File: src/rtl/ftc_pkg.sv
package ftc_pkg;

  localparam int NDIR   = 2;
  localparam int DIR_RX = 0;
  localparam int DIR_TX = 1;

  localparam logic [7:0] BYTE_PREAMBLE = 8'h55;
  localparam logic [7:0] BYTE_DELIM    = 8'hD5;

  // last header offset inspected for qualification
  localparam int LAST_OFF = 37;
  localparam int IDX_W    = $clog2(LAST_OFF + 1);

  typedef enum logic [1:0] {
    PS_IDLE,
    PS_PREAMBLE,
    PS_HEADER,
    PS_SKIP
  } parse_st_t;

  // offsets of an untagged IPv4/UDP frame that must match
  function automatic logic hdr_checked(input logic [IDX_W-1:0] idx);
    case (idx)
      6'd12, 6'd13, 6'd14, 6'd23, 6'd36, 6'd37: hdr_checked = 1'b1;
      default:                                   hdr_checked = 1'b0;
    endcase
  endfunction

  function automatic logic [7:0] hdr_expect(input logic [IDX_W-1:0] idx);
    case (idx)
      6'd12:   hdr_expect = 8'h08;  // ethertype high
      6'd13:   hdr_expect = 8'h00;  // ethertype low
      6'd14:   hdr_expect = 8'h45;  // version 4, 20-byte header
      6'd23:   hdr_expect = 8'h11;  // protocol UDP
      6'd36:   hdr_expect = 8'h01;  // destination port high
      6'd37:   hdr_expect = 8'h3F;  // destination port low (319)
      default: hdr_expect = 8'h00;
    endcase
  endfunction

endpackage

File: src/rtl/ftc_timebase.sv
module ftc_timebase #(
  parameter int LO_W = 32,
  parameter int HI_W = 16
) (
  input  logic            clk,
  input  logic            rst,
  output logic [LO_W-1:0] raw_lo,
  output logic [HI_W-1:0] raw_hi
);

  // free-running, never loaded; carry lands on the wrap edge
  always_ff @(posedge clk) begin
    if (rst) begin
      raw_lo <= '0;
      raw_hi <= '0;
    end else begin
      raw_lo <= raw_lo + 1'b1;
      if (&raw_lo) raw_hi <= raw_hi + 1'b1;
    end
  end

endmodule

File: src/rtl/ftc_frame_qual.sv
module ftc_frame_qual
  import ftc_pkg::*;
#(
  parameter int TS_W = 48
) (
  input  logic            clk,
  input  logic            rst,
  input  logic            dv,
  input  logic [7:0]      data,
  input  logic [TS_W-1:0] now,
  output logic            cap_evt,
  output logic            qual,
  output logic [TS_W-1:0] ts
);

  parse_st_t        st;
  logic [IDX_W-1:0] idx;
  logic             ok;
  logic             delim_hit;

  assign delim_hit = dv && (data == BYTE_DELIM) &&
                     ((st == PS_IDLE) || (st == PS_PREAMBLE));

  always_ff @(posedge clk) begin
    if (rst) begin
      st      <= PS_IDLE;
      idx     <= '0;
      ok      <= 1'b0;
      cap_evt <= 1'b0;
      qual    <= 1'b0;
      ts      <= '0;
    end else begin
      cap_evt <= 1'b0;
      qual    <= 1'b0;
      if (delim_hit) begin
        ts      <= now;
        cap_evt <= 1'b1;
        idx     <= '0;
        ok      <= 1'b1;
        st      <= PS_HEADER;
      end else begin
        case (st)
          PS_IDLE: begin
            if (dv) st <= (data == BYTE_PREAMBLE) ? PS_PREAMBLE : PS_SKIP;
          end
          PS_PREAMBLE: begin
            if (!dv)                        st <= PS_IDLE;
            else if (data != BYTE_PREAMBLE) st <= PS_SKIP;
          end
          PS_HEADER: begin
            if (!dv) begin
              st <= PS_IDLE;
            end else begin
              if (hdr_checked(idx) && (data != hdr_expect(idx))) ok <= 1'b0;
              if (idx == IDX_W'(LAST_OFF)) begin
                qual <= ok && (data == hdr_expect(idx));
                st   <= PS_SKIP;
              end else begin
                idx <= idx + 1'b1;
              end
            end
          end
          default: begin
            if (!dv) st <= PS_IDLE;
          end
        endcase
      end
    end
  end

endmodule

File: src/rtl/ftc_ts_fifo.sv
module ftc_ts_fifo #(
  parameter int W     = 49,
  parameter int DEPTH = 8
) (
  input  logic         clk,
  input  logic         rst,
  input  logic         push,
  input  logic [W-1:0] push_data,
  input  logic         pop,
  output logic [W-1:0] pop_data,
  output logic         pop_vld,
  output logic         empty,
  output logic         full
);

  localparam int AW = $clog2(DEPTH);

  logic [W-1:0]  mem [DEPTH];
  logic [AW-1:0] wr_ptr, rd_ptr;
  logic [AW:0]   count;
  logic          do_push, do_pop;

  assign empty   = (count == '0);
  assign full    = (count == (AW+1)'(DEPTH));
  assign do_push = push && !full;
  assign do_pop  = pop && !empty;

  // storage without reset so it maps onto block RAM
  always_ff @(posedge clk) begin
    if (do_push) mem[wr_ptr] <= push_data;
  end

  always_ff @(posedge clk) begin
    if (do_pop) pop_data <= mem[rd_ptr];
  end

  always_ff @(posedge clk) begin
    if (rst) begin
      wr_ptr  <= '0;
      rd_ptr  <= '0;
      count   <= '0;
      pop_vld <= 1'b0;
    end else begin
      pop_vld <= do_pop;
      if (do_push) wr_ptr <= wr_ptr + 1'b1;
      if (do_pop)  rd_ptr <= rd_ptr + 1'b1;
      case ({do_push, do_pop})
        2'b10:   count <= count + 1'b1;
        2'b01:   count <= count - 1'b1;
        default: count <= count;
      endcase
    end
  end

endmodule

File: src/rtl/ftc_capture_unit.sv
module ftc_capture_unit
  import ftc_pkg::*;
#(
  parameter int LO_W  = 32,
  parameter int HI_W  = 16,
  parameter int DEPTH = 8
) (
  input  logic                 clk,
  input  logic                 rst,
  input  logic                 rx_dv,
  input  logic [7:0]           rx_byte,
  input  logic                 tx_dv,
  input  logic [7:0]           tx_byte,
  output logic [1:0]           ts_event,
  input  logic                 rd_en,
  output logic                 rd_valid,
  output logic                 rd_dir,
  output logic [LO_W+HI_W-1:0] rd_time,
  output logic                 fifo_empty,
  output logic                 overflow
);

  localparam int TS_W  = LO_W + HI_W;
  localparam int ENT_W = TS_W + 1;

  logic [LO_W-1:0]  raw_lo;
  logic [HI_W-1:0]  raw_hi;
  logic [TS_W-1:0]  raw_now;

  logic [NDIR-1:0]  dv_v;
  logic [7:0]       byte_v [NDIR];
  logic [NDIR-1:0]  evt_v;
  logic [NDIR-1:0]  qual_v;
  logic [TS_W-1:0]  cap_ts [NDIR];

  logic             pend_v  [NDIR];
  logic [TS_W-1:0]  pend_ts [NDIR];
  logic [NDIR-1:0]  gnt;
  logic             push_req;
  logic             sel_dir;
  logic [TS_W-1:0]  sel_ts;
  logic             fifo_full;
  logic [ENT_W-1:0] pop_data;

  ftc_timebase #(.LO_W(LO_W), .HI_W(HI_W)) u_timebase (
    .clk    (clk),
    .rst    (rst),
    .raw_lo (raw_lo),
    .raw_hi (raw_hi)
  );

  assign raw_now           = {raw_hi, raw_lo};
  assign dv_v              = {tx_dv, rx_dv};
  assign byte_v[DIR_RX]    = rx_byte;
  assign byte_v[DIR_TX]    = tx_byte;
  assign ts_event          = evt_v;

  for (genvar g = 0; g < NDIR; g++) begin : g_lane
    ftc_frame_qual #(.TS_W(TS_W)) u_qual (
      .clk     (clk),
      .rst     (rst),
      .dv      (dv_v[g]),
      .data    (byte_v[g]),
      .now     (raw_now),
      .cap_evt (evt_v[g]),
      .qual    (qual_v[g]),
      .ts      (cap_ts[g])
    );
  end

  // one qualified timestamp per lane waits here until granted
  always_ff @(posedge clk) begin
    if (rst) begin
      for (int i = 0; i < NDIR; i++) begin
        pend_v[i]  <= 1'b0;
        pend_ts[i] <= '0;
      end
    end else begin
      for (int i = 0; i < NDIR; i++) begin
        if (qual_v[i]) begin
          pend_v[i]  <= 1'b1;
          pend_ts[i] <= cap_ts[i];
        end else if (gnt[i]) begin
          pend_v[i]  <= 1'b0;
        end
      end
    end
  end

  // fixed priority: receive lane first
  always_comb begin
    gnt      = '0;
    push_req = 1'b0;
    sel_dir  = 1'b0;
    sel_ts   = '0;
    for (int i = 0; i < NDIR; i++) begin
      if (pend_v[i] && !push_req) begin
        gnt[i]   = 1'b1;
        push_req = 1'b1;
        sel_dir  = (i == DIR_TX);
        sel_ts   = pend_ts[i];
      end
    end
  end

  ftc_ts_fifo #(.W(ENT_W), .DEPTH(DEPTH)) u_fifo (
    .clk       (clk),
    .rst       (rst),
    .push      (push_req),
    .push_data ({sel_dir, sel_ts}),
    .pop       (rd_en),
    .pop_data  (pop_data),
    .pop_vld   (rd_valid),
    .empty     (fifo_empty),
    .full      (fifo_full)
  );

  assign rd_dir  = pop_data[TS_W];
  assign rd_time = pop_data[TS_W-1:0];

  always_ff @(posedge clk) begin
    if (rst)                        overflow <= 1'b0;
    else if (push_req && fifo_full) overflow <= 1'b1;
  end

endmodule

File: config.mk
export PLATFORM = sky130hd
export DESIGN_NAME = ftc_capture_unit
export DESIGN_NICKNAME = d
export VERILOG_FILES = /design/src/rtl/ftc_pkg.sv /design/src/rtl/ftc_timebase.sv /design/src/rtl/ftc_frame_qual.sv /design/src/rtl/ftc_ts_fifo.sv /design/src/rtl/ftc_capture_unit.sv
export SDC_FILE = /design/constraint.sdc
export NUM_CORES = 1
export LEC_CHECK = 0
export CORE_ASPECT_RATIO = 1.75
export CORE_MARGIN = 5
export CORE_UTILIZATION = 41
export CTS_BUF_LIST = sky130_fd_sc_hd__clkbuf_16
export CTS_CLUSTER_SIZE = 8
export DETAILED_ROUTE_END_ITERATION = 7
export DONT_BUFFER_PORTS = 1
export HOLD_SLACK_MARGIN = 0.02
export PLACE_DENSITY = 0.66
export SYNTH_ARGS = -nofsm -noshare
export SYNTH_HDL_FRONTEND = slang
export SYNTH_SLANG_ARGS = --single-unit
export TNS_END_PERCENT = 1
File: constraint.sdc
create_clock -name clk -period 6.4 [get_ports clk]
set_input_delay 1.6 -clock clk [delete_from_list [all_inputs] [get_ports clk]]
set_output_delay 1.6 -clock clk [all_outputs]
set_load 0.005 [all_outputs]
==> flow_metrics.tcl <==
set metrics [dict create \
    outcome "finished, final reports clean" \
    grt_overflow_total 0 \
    hold_path.class "flip-flop to flip-flop" \
    synth_nets 1907 \
    grt_max_degree 174 \
    final_nets 1927 \
    ant_nets 0 \
    synth_top_family_by_area "multiplexers" \
    netlist_area_um2 28000 \
    clk_pin_slew_ns 0.05 \
    finalSetupViolCount 0 \
    report.final.slew_viol_count 0 \
    grt_pass1_wl_mm 88.4 \
    crit_fanout 42 \
    hold_viol 0 \
    ctsHoldBuffers 0 \
    die_h_um 356 \
    fin_area_um2 31800 \
    tns_ns 0 \
    arrival_ns 3.33 \
    ys_types 60 \
    grtUsageTotal_pct 15.1 \
    muxShareOfSynthArea_pct 10.0 \
    synth_xor_area_share_pct 1.57 \
    ys_seq_elements 717 \
    clockBufferDepth 3 \
    synth_flop_cell "edfxtp_1" \
    antenna_found_initial 0 \
    period_needed_ns 3.08 \
    critPathCaptureType "flip-flop" \
    synth_simple_gate_area_share_pct 9.97 \
    drive_above_1_share_pct 15.3 \
    design.die.area_um2 73800 \
    start_util_pct 41.4 \
    yosys_warnings 0 \
    grt_pass1_vias 15900 \
    cts_buffers 99 \
    core_um2 67600 \
    postCtsSetupBuffers 0 \
    dieWidth_um 207 \
    max_freq_mhz 325 \
    worst-slew-pin-transition_ns 0.981 \
    synth_edf_count 538 \
    relSlewSlack_pct 34.0 \
    post_cts_resized 0 \
    synth_compound_area_share_pct 4.97 \
    irDropWorstVdd_v 0.000216 \
    synthAdderAreaFrac_pct 1.10 \
    antenna_cells 0 \
    max_stage_delay_ns 0.72 \
    htreeDepth 3 \
    critPathSlowestCell "buf_4" \
    port_buffers 0 \
    cts_tree "yes" \
    place.gp.congestion 0.748 \
    via_per_inst 5.29 \
    drt_iter0_drc 903 \
    drt_pass1_iterations 5 \
    clock_skew_ns 0.0279 \
    crit_chain "nor3_1, a21oi_1, nand2b_1, nor3_2, buf_4" \
    netlist_instances 1862 \
    layout_common_cells "edfxtp_1 (538), nand2_1 (230), dfxtp_1 (176)" \
    final_common_cell "edfxtp_1" \
    clock-sinks 717 \
    num_vias 15100 \
    leakagePower_nw 10.4 \
    period_share_pct 48.1 \
    totalWireLength_mm 55.7 \
    postPlaceCellArea_um2 28900 \
    drcViolationCount 0 \
    clk_latency_ns 0.65 \
    ioPinCount 75 \
    async_flop_share_pct 0 \
    seq_area_frac_synth_pct 70.5 \
    syn_area_per_cell_um2 15.0 \
    worstPathRequired_ns 6.65 \
    power.density_nw_per_um2 355 \
    synthToLayoutAreaGrowth_pct 13.8 \
    rsz0062_at_grt "false" \
    post-dp-hpwl_mm 31.3 \
    rows 126 \
    wl_per_cell_um 19.5 \
    critical_path_class "flip-flop to flip-flop" \
    cap_violations 0 \
    start_kind "flip-flop" \
    clk_root_buffer_cell "clkbuf_16" \
]
-- metrics by stage --
stage                     util, %  hold WS [ns]  setup WS (ns)  power, mW  cells
after floorplan                 -         0.427           1.49       6.43   1862
after global placement       42.8         0.432           2.71       6.68   2677
after detailed placement     42.8         0.438           2.69       6.72   2677
after CTS                    47.1         0.444           3.23       11.5   2853
after global routing         47.1         0.461           2.99       11.8   2853
final                        47.1         0.446           3.32       11.3   2853
-- synthesized netlist by cell type (4+ instances only) --
cell	instances	area (µm²)
nor2b_1	4	25.0
and4_1	5	43.8
mux4_2	98	2210
and3_1	8	50.1
mux2i_1	4	40.0
mux2_2	49	552
nand2_1	230	863
a21oi_1	136	681
nand3b_1	9	67.6
xnor2_1	21	184
buf_1	5	18.8
a22o_1	48	420
clkbuf_1	74	278
or2_2	4	25.0
xor2_1	29	254
nor2_1	83	312
edfxtp_1	538	16200
nor3_1	19	95.1
inv_1	22	82.6
nand2b_1	10	62.6
nand3_1	25	125
and2_1	103	644
nor4_1	10	62.6
or3_1	20	125
nand4_1	18	113
o21ai_0	24	120
ha_1	23	288
dfxtp_1	179	3580
buf_2	19	95.1
-- cell type report --
cell class / instances / area (µm²)
Timing Repair Buffer: 22 / 178
Multi-Input combinational cell: 1020 / 7810
Clock inverter: 75 / 375
Clock buffer: 101 / 2530
Inverter: 22 / 82.6
Fill cell: 5620 / 35800
Tap cell: 896 / 1120
Sequential cell: 717 / 19700
-- final timing paths --
kind | startpoint | end | slack, ns | depth (start not counted)
worst min register to register | g_lane[0].u_qual.ts[41] | g_lane[0].u_qual.ts[41] | 0.45 | 2
worst max register to register | u_fifo.count[0] | u_fifo.mem[0][13] | 3.32 | 5
worst max-delay path | u_fifo.count[0] | u_fifo.mem[0][13] | 3.32 | 5
worst min-delay path | g_lane[0].u_qual.ts[41] | g_lane[0].u_qual.ts[41] | 0.45 | 2
-- kinds of logic after synthesis --
group	count (synthesis)
xor gates and xnor gates	50
and+or+nand+nor	566
buffers and inverters	125
DFF	717
adders and majority gates	24
muxes	151
AOI/OAI and AO/OA	229
-- power by group --
group / internal (mW) / total [mW] / switching (mW)
Clock: 2.82 / 4.71 / 1.89
Combinational: 0.568 / 1.17 / 0.605
Sequential: 5.29 / 5.42 / 0.131
-- critical path: cells and delay by family (launching register included) --
| kind | cells | cell delay [ns] |
|---|---|---|
| buf+inv | 1 | 0.72 |
| simple gates | 3 | 1.12 |
| flops | 1 | 0.40 |
| compound gates | 1 | 0.35 |
-- registers in the layout, summed over array words and instances (netlist names) --
register / cells
g_lane.u_qual.ok: 2
u_fifo.wr_ptr: 3
u_fifo.rd_ptr: 3
u_fifo.count: 4
pend_ts: 96
g_lane.u_qual.qual: 2
g_lane.u_qual.st: 4
g_lane.u_qual.ts: 96
u_fifo.pop_vld: 1
g_lane.u_qual.idx: 12
pend_v: 2
u_fifo.pop_data: 49
u_timebase.raw_hi: 16
u_fifo.mem: 392
g_lane.u_qual.cap_evt: 2
overflow: 1
u_timebase.raw_lo: 32
-- metal layers --
| metal | wire (µm) | track usage [%] |
|---|---|---|
| met1 | 21900 | 17.1 |
| met2 | 30000 | 28.1 |
| met3 | 2200 | 2.87 |
| met4 | 1520 | 5.33 |
| met5 | 0 | 0 |
Power figures use the tool's default switching activity.
